## src/rtl/frac_bitclk_gen.sv

```systemverilog
module frac_bitclk_gen #(
  parameter int RW = 16,
  parameter int FW = 11
) (
  input  logic          clk,
  input  logic          rst_n,
  input  logic [RW-1:0] ratio_num,
  input  logic [RW-1:0] ratio_den,
  input  logic [FW-1:0] frame_len_m1,
  input  logic          sync_start_high,
  output logic          bit_en,
  output logic          fsync,
  output logic [FW-1:0] bit_idx,
  output logic          cfg_err
);
  logic [RW:0] acc, sum;
  logic [FW:0] half;
  logic        hit, lead;

  assign cfg_err = (ratio_num == '0) || (ratio_den == '0) || (ratio_num > ratio_den);
  assign sum     = acc + {1'b0, ratio_num};
  assign hit     = !cfg_err && (sum >= {1'b0, ratio_den});
  assign half    = ({1'b0, frame_len_m1} + (FW+1)'(1)) >> 1;
  assign lead    = {1'b0, bit_idx} < half;
  assign fsync   = sync_start_high ? lead : !lead;

  always_ff @(posedge clk) begin
    if (!rst_n) begin
      acc     <= '0;
      bit_en  <= 1'b0;
      bit_idx <= '0;
    end else if (cfg_err) begin
      acc     <= '0;
      bit_en  <= 1'b0;
    end else begin
      bit_en <= hit;
      acc    <= hit ? sum - {1'b0, ratio_den} : sum;
      if (hit)
        bit_idx <= (bit_idx >= frame_len_m1) ? '0 : bit_idx + FW'(1);
    end
  end
endmodule


```

## config.mk

```make
export PLATFORM = sky130hd
export DESIGN_NAME = frac_bitclk_gen
export DESIGN_NICKNAME = d
export VERILOG_FILES = /design/src/rtl/frac_bitclk_gen.sv
export SDC_FILE = /design/constraint.sdc
export NUM_CORES = 1
export LEC_CHECK = 0
export ABC_AREA = 1
export BUFFER_PORTS_ARGS = -buffer_cell sky130_fd_sc_hd__buf_2
export CORE_ASPECT_RATIO = 1.4
export CORE_MARGIN = 1.5
export CORE_UTILIZATION = 35
export DETAILED_ROUTE_END_ITERATION = 8
export HOLD_SLACK_MARGIN = 0.03
export SLEW_MARGIN = 20
export SYNTH_ARGS = -nofsm -noshare
export SYNTH_HDL_FRONTEND = slang
export SYNTH_SLANG_ARGS = --single-unit
```

## constraint.sdc

```tcl
create_clock -name clk -period 5.02 [get_ports clk]
set_input_delay 1.004 -clock clk [delete_from_list [all_inputs] [get_ports clk]]
set_output_delay 1.004 -clock clk [all_outputs]
set_load 0.01 [all_outputs]
```

==> results of run 1 <==
## cells in the final DEF (no fill, tap or decap)
master     netlist  final
nor3_1           6      6
clkinv_2         0      2
nand3_1         50     50
nand3b_1         3      3
a31oi_1          3      3
inv_1           76     76
fa_1             2      2
nand2_2          3      3
buf_4            2      3
o2111ai_1        2      2
xnor2_1          7      7
nand2_1        192    192
and2_1           1      1
a21oi_2          2      2
nand4_1         12     12
nand3_4          1      1
and3_1           1      1
a21oi_1         44     44
buf_2            3     59
xor2_1          31     31
inv_4            1      1
a211oi_1         1      1
a21o_1           5      5
o21bai_1         3      3
o21ai_0         11     11
a31o_2           1      1
ha_1            71     71
o21ai_2          1      1
or2_2            4      4
a21boi_0         1      1
clkbuf_16        0      5
nor4_1           6      6
clkbuf_1         1      1
nor2_1          71     71
nor2_2           3      3
dfxtp_1         29     29
## worst max-delay path, stage by stage
cell and delay [ps]:
buf_2 120, ha_1 220, fa_1 410, nand3_1 90, nand3_1 140, nand2_1 90
nand2_1 120, nand2_1 90, nand2_1 70, xor2_1 220, ha_1 330, a21oi_1 280
nand2_1 120, a21oi_1 190, nand2_1 100, nand2_1 100, nand3_4 200, nand2_2 270
nor2_2 50, buf_4 190, nand2_1 80, nand2_1 40
## metrics by stage
stage / utilization / std cells / setup slack (ps) / power (mW)
2_1_floorplan: - / 651 / 1200 / 1.76
3_5_place_dp: 0.399 / 850 / 442 / 2.19
3_3_place_gp: 0.399 / 850 / 526 / 2.16
6_report: 0.411 / 858 / 633 / 2.50
5_1_grt: 0.411 / 858 / 278 / 2.77
4_1_cts: 0.411 / 858 / 713 / 2.50
## worst max path at each step
stage / from / end / slack (ps) / depth (start not counted)
3_3_place_gp: ratio_num[0] / acc[13] / 530 / 22
2_1_floorplan: ratio_num[0] / acc[15] / 1200 / 23
6_report: ratio_num[0] / acc[11] / 630 / 22
3_5_place_dp: ratio_num[0] / acc[13] / 440 / 24
4_1_cts: ratio_num[0] / acc[13] / 710 / 24
5_1_grt: ratio_num[0] / acc[8] / 280 / 24
## cells by family after synthesis
group,Yosys count,synth area share
flip-flops,29,0.142
AO/OA/AOI/OAI,74,0.103
buffers and inverters,84,0.0822
AND/OR/NAND/NOR,353,0.365
adder cells (fa/ha/maj),73,0.227
XOR/XNOR,38,0.0813
## cell type report
class | instances | area, sq um
clock buffer | 6 | 129
clock inverter | 2 | 10.0
fill | 1239 | 6710
inverter | 77 | 292
multi-input combinational | 538 | 3180
sequential | 29 | 581
tap | 144 | 180
timing repair buffer | 62 | 318
## power groups by stage
stage,clock network (mW),registers [mW],logic (mW)
3_3_place_gp,0,0.425,1.73
2_1_floorplan,0,0.416,1.34
3_5_place_dp,0,0.425,1.76
5_1_grt,0.311,0.435,2.03
4_1_cts,0.300,0.422,1.78
6_report,0.294,0.420,1.78
## flip-flops by register name (all words and copies together) (netlist names)
register	cells
bit_en	1
acc	17
bit_idx	11
## layer usage
metal	track usage	share of wire	wire, um	up-vias
li1	-	-	-	2264
met1	0.197	0.39	4590	1944
met2	0.398	0.54	6390	111
met3	0.0185	0.035	415	30
met4	0.0948	0.040	475	0
met5	0	0	0	-
==> impl_metrics.json, run 1 <==
{
  "hpwl_um": 9940,
  "worst_ep_arrival_time_ps": 4570,
  "fin_crit_ps": 4390,
  "timing.rr.end": "acc[11]",
  "rr_startpoint": "acc[0]",
  "cts_buffers": 5,
  "cp.required_ps": 5200,
  "p_seq_frac": 0.168,
  "synthToLayoutAreaGrowth_pct": 14.5,
  "hold_class": "flop to flop",
  "rsz0062_at_grt": "no",
  "vias": 4349,
  "die_w_um": 94.4,
  "holdPathEnd": "bit_idx[0]",
  "syn_inst": 651,
  "tightest_slew_ps": 675,
  "start_util": 0.359,
  "slew_headroom": 0.546,
  "drt-total-wl_um": 11900,
  "finalSetupTns_ps": 0,
  "cp-start-kind": "input port",
  "cts_root_buf": "clkbuf_16",
  "cts_hold_buffers": 0,
  "antenna_found_initial": 0,
  "dieHeight_um": 131,
  "synthTopCellsByCount": "nand2_1 (192), inv_1 (76), ha_1 (71), nor2_1 (71), nand3_1 (50)",
  "layout-drive-gt1-share": 0.119,
  "synth_top_area_frac": 0.217,
  "leakagePower_nw": 2.59,
  "status": "complete, no violations",
  "first_iter_violations": 165,
  "diodes": 0,
  "p_per_area_nw_per_um2": 533,
  "synth_most_common_cell": "nand2_1",
  "avgViaCountPerCell": 5.07,
  "grt_pass1_wl_um": 19000,
  "cts.sinks": 29,
  "synthArstFlopShare": 0,
  "die-area_sq_um": 12400,
  "gp_congestion": 0.958,
  "cts_tree": "yes",
  "grtUsageTotal": 0.197,
  "h-tree-depth": 2,
  "rrSetupSlack_ps": 1210,
  "holdPathStages": 2,
  "ys.flop_type": "dfxtp_1",
  "min_period_over_period": 0.874,
  "syn_area_per_cell_sq_um": 6.29,
  "clockBufferDepth": 2,
  "wl_per_cell_um": 13.8,
  "yosys_register_bits": 29,
  "yosysSeqAreaShare": 0.142,
  "ant_nets": 0,
  "stdcell_area_sq_um": 4690,
  "p_clk_frac": 0.118,
  "dpl_cell_area_sq_um": 4550,
  "clkSlewWorstSetupHoldPaths_ps": 50,
  "grt_overflow": 0,
  "setup_viol_count_final": 0,
  "p_int_mw": 1.17,
  "nNetsFinal": 832,
  "slew_violations": 0,
  "clock_latency_ps": 280,
  "switching_share": 0.531,
  "synth_area_leaders": "ha_1 (22%), nand2_1 (18%), dfxtp_1 (14%)",
  "drcViolationCount": 0,
  "yosysTopAreaCell": "ha_1",
  "cts.repair.resized": 0,
  "reg2regPathDepth": 21,
  "ir_worst_vdd_mv": 0.229,
  "io_pins": 60,
  "rows": 46,
  "critical_path_class": "input port to flop",
  "hp-start": "bit_idx[0]",
  "endpoint_kind": "flop",
  "synth_edf_count": 0,
  "hold_violations": 0,
  "drt_first_pass_iters": 4,
  "yosys_warnings": 0,
  "hold_slack_ps": 563,
  "worstPathMaxFanout": 17,
  "syn_nets": 770,
  "clock_skew_ps": 4.48,
  "grt_pass1_vias": 4196,
  "grt_max_degree": 18,
  "syn_area_sq_um": 4100,
  "share_comb_of_total_power": 0.714,
  "drv_cap": 0,
  "synth_cell_types": 35,
  "core-area_sq_um": 11400,
  "fmax_mhz": 228,
  "port_buffers": 59,
  "cts_setup_buffers": 0,
  "p_switching_mw": 1.33
}
Power figures use the tool's default switching activity.
==> run 2, diff against run 1 <==
--- a/config.mk
+++ b/config.mk
@@ -12,6 +12,7 @@
 export CORE_UTILIZATION = 35
 export DETAILED_ROUTE_END_ITERATION = 8
 export HOLD_SLACK_MARGIN = 0.03
+export REMOVE_ABC_BUFFERS = 1
 export SLEW_MARGIN = 20
 export SYNTH_ARGS = -nofsm -noshare
 export SYNTH_HDL_FRONTEND = slang
==> run 2 against run 1 <==
Combinational power hardly changed. Design area about the same. Critical path depth is 1 lower. Die area unchanged. Critical endpoint is now acc[9]. Largest power group unchanged.
==> impl_metrics.json, run 2 (same netlist as run 1, synthesis figures left out) <==
{
  "cts_tree": "yes",
  "critical_path_class": "input port to flop",
  "dieHeight_um": 131,
  "status": "complete, no violations",
  "gr-usage-met3": 0.0185,
  "p_switching_mw": 1.29,
  "synthToLayoutAreaGrowth_pct": 14.4,
  "endpoint_kind": "flop",
  "switching_share": 0.526,
  "grt_max_degree": 18,
  "worst_ep_arrival_time_ps": 4640,
  "die_w_um": 94.4,
  "tightest_slew_ps": 645,
  "cts_root_buf": "clkbuf_16",
  "holdPathStages": 2,
  "antenna_found_initial": 0,
  "core-area_sq_um": 11400,
  "regMostFlops": "acc",
  "hold_class": "flop to flop",
  "timing.final.ws_setup_ps": 601,
  "hold_slack_ps": 554,
  "cp.required_ps": 5240,
  "clockBufferDepth": 2,
  "rows": 46,
  "gp_congestion": 0.896,
  "min_period_over_period": 0.880,
  "fmax_mhz": 226,
  "slew_violations": 0,
  "top_regs": "acc: 17 flops, bit_idx: 11 flops, bit_en: 1 flops",
  "fin_cells": 857,
  "crit_top_cell": "nand2_1",
  "layout-drive-gt1-share": 0.119,
  "grt-busiest-layer": "met2",
  "wl_per_cell_um": 13.4,
  "leakagePower_nw": 2.59,
  "met1_usage": 0.197,
  "share_comb_of_total_power": 0.714,
  "fin_crit_ps": 4420,
  "cts_buffers": 5,
  "fillers": 1265,
  "cp-start-kind": "input port",
  "ff_latch_area_sq_um": 581,
  "h-tree-depth": 2,
  "worstPathMaxFanout": 17,
  "max_stage_delay_ps": 540,
  "rsz0062_at_grt": "no",
  "avgViaCountPerCell": 5.04,
  "port_buffers": 59,
  "largest_reg_flops": 17,
  "ant_nets": 0,
  "multiInputGateArea_sq_um": 3180,
  "place_inst": 849,
  "clkSlewWorstSetupHoldPaths_ps": 50,
  "p_clk_frac": 0.116,
  "cts.sinks": 29,
  "grt_pass1_wl_um": 18400,
  "start_util": 0.359,
  "layout_commonest_cell": "nand2_1",
  "p_per_area_nw_per_um2": 526,
  "clock_skew_ps": 4.90,
  "cts.repair.resized": 0,
  "grtUsageTotal": 0.189,
  "vias": 4319,
  "path_cells": "buf_2 -> ha_1 -> nand2_1 -> nor4_1 -> nand2_1 -> nand2_1 -> nand2_1 -> nand2_1 -> inv_1 -> ha_1 -> nand2_1 -> nor2_1 -> inv_1 -> nor2_1 -> a31oi_1 -> nand3_4 -> nand2_2 -> nor2_2 -> buf_4 -> nand2_1 -> nand2_1",
  "p_seq_frac": 0.170,
  "diodes": 0,
  "setup_viol_count_final": 0,
  "place_ws_ps": 398,
  "first_iter_violations": 135,
  "slew_headroom": 0.566,
  "globalRouteMet2Util": 0.368,
  "hpwl_um": 9750,
  "die-area_sq_um": 12400,
  "final_cell_mix": "nand2_1 (192), inv_1 (76), nor2_1 (71), ha_1 (71), buf_2 (59)",
  "reg2regPathDepth": 23,
  "cts_hold_buffers": 0,
  "grt_pass1_vias": 4165,
  "clock_latency_ps": 270,
  "cts_setup_buffers": 0,
  "crit_slowest_cell": "nor4_1",
  "drt-total-wl_um": 11500,
  "ir_worst_vdd_mv": 0.262,
  "hold_violations": 0,
  "nNetsFinal": 831,
  "drcViolationCount": 0,
  "drt_first_pass_iters": 4,
  "finalSetupTns_ps": 0,
  "p_int_mw": 1.17,
  "grt_overflow": 0,
  "drv_cap": 0,
  "io_pins": 60
}
run 2: cell count changes in the layout (fill, tap and decap cells not counted), sizes merged:
| cell | before | now |
|---|---|---|
| buf | 62 | 61 |
| clkbuf | 6 | 5 |
| clkinvlp | 0 | 1 |
run 2: final timing paths:
| check | startpoint | end | slack [ps] |
|---|---|---|---|
| setup / recovery | ratio_num[7] | acc[9] | 600 |
| hold / removal | bit_idx[0] | bit_idx[0] | 550 |
| setup reg to reg | acc[0] | acc[9] | 1180 |
| hold reg to reg | bit_idx[0] | bit_idx[0] | 550 |
run 2: power groups by stage:
stage               sequential, mW  combinational, mW  clock, mW
finish                       0.420               1.76      0.285
global route                 0.433               2.01      0.302
CTS                          0.420               1.75      0.292
detailed placement           0.424               1.74          0
global placement             0.423               1.71          0
floorplan                    0.416               1.31          0
run 2: area by class of cell:
cell class,count,area share
sequential,29,0.124
timing repair buffer,61,0.0663
multi-input combinational,538,0.679
clock inverter,3,0.00374
inverter,77,0.0622
tap,144,0.0385
clock buffer,5,0.0267
run 2: per-layer routing:
layer,wire length [um],vias to the layer above
li1,-,2261
met1,4710,1953
met2,6030,83
met3,339,22
met4,428,0
met5,0,-
run 2: metrics by stage:
step | total power [mW] | util | instance area, sq um
5_1_grt | 2.74 | 0.411 | 4680
6_report | 2.46 | 0.411 | 4680
3_3_place_gp | 2.13 | 0.398 | 4540
4_1_cts | 2.47 | 0.411 | 4680
2_1_floorplan | 1.73 | - | 4050
3_5_place_dp | 2.17 | 0.398 | 4540
run 2: worst max-delay path, delay by kind of cell:
family / cells / cell delay (ps)
buffers and inverters: 4 / 430
adders and majority gates: 2 / 750
AOI/OAI and AO/OA: 1 / 170
and+or+nand+nor: 14 / 2260
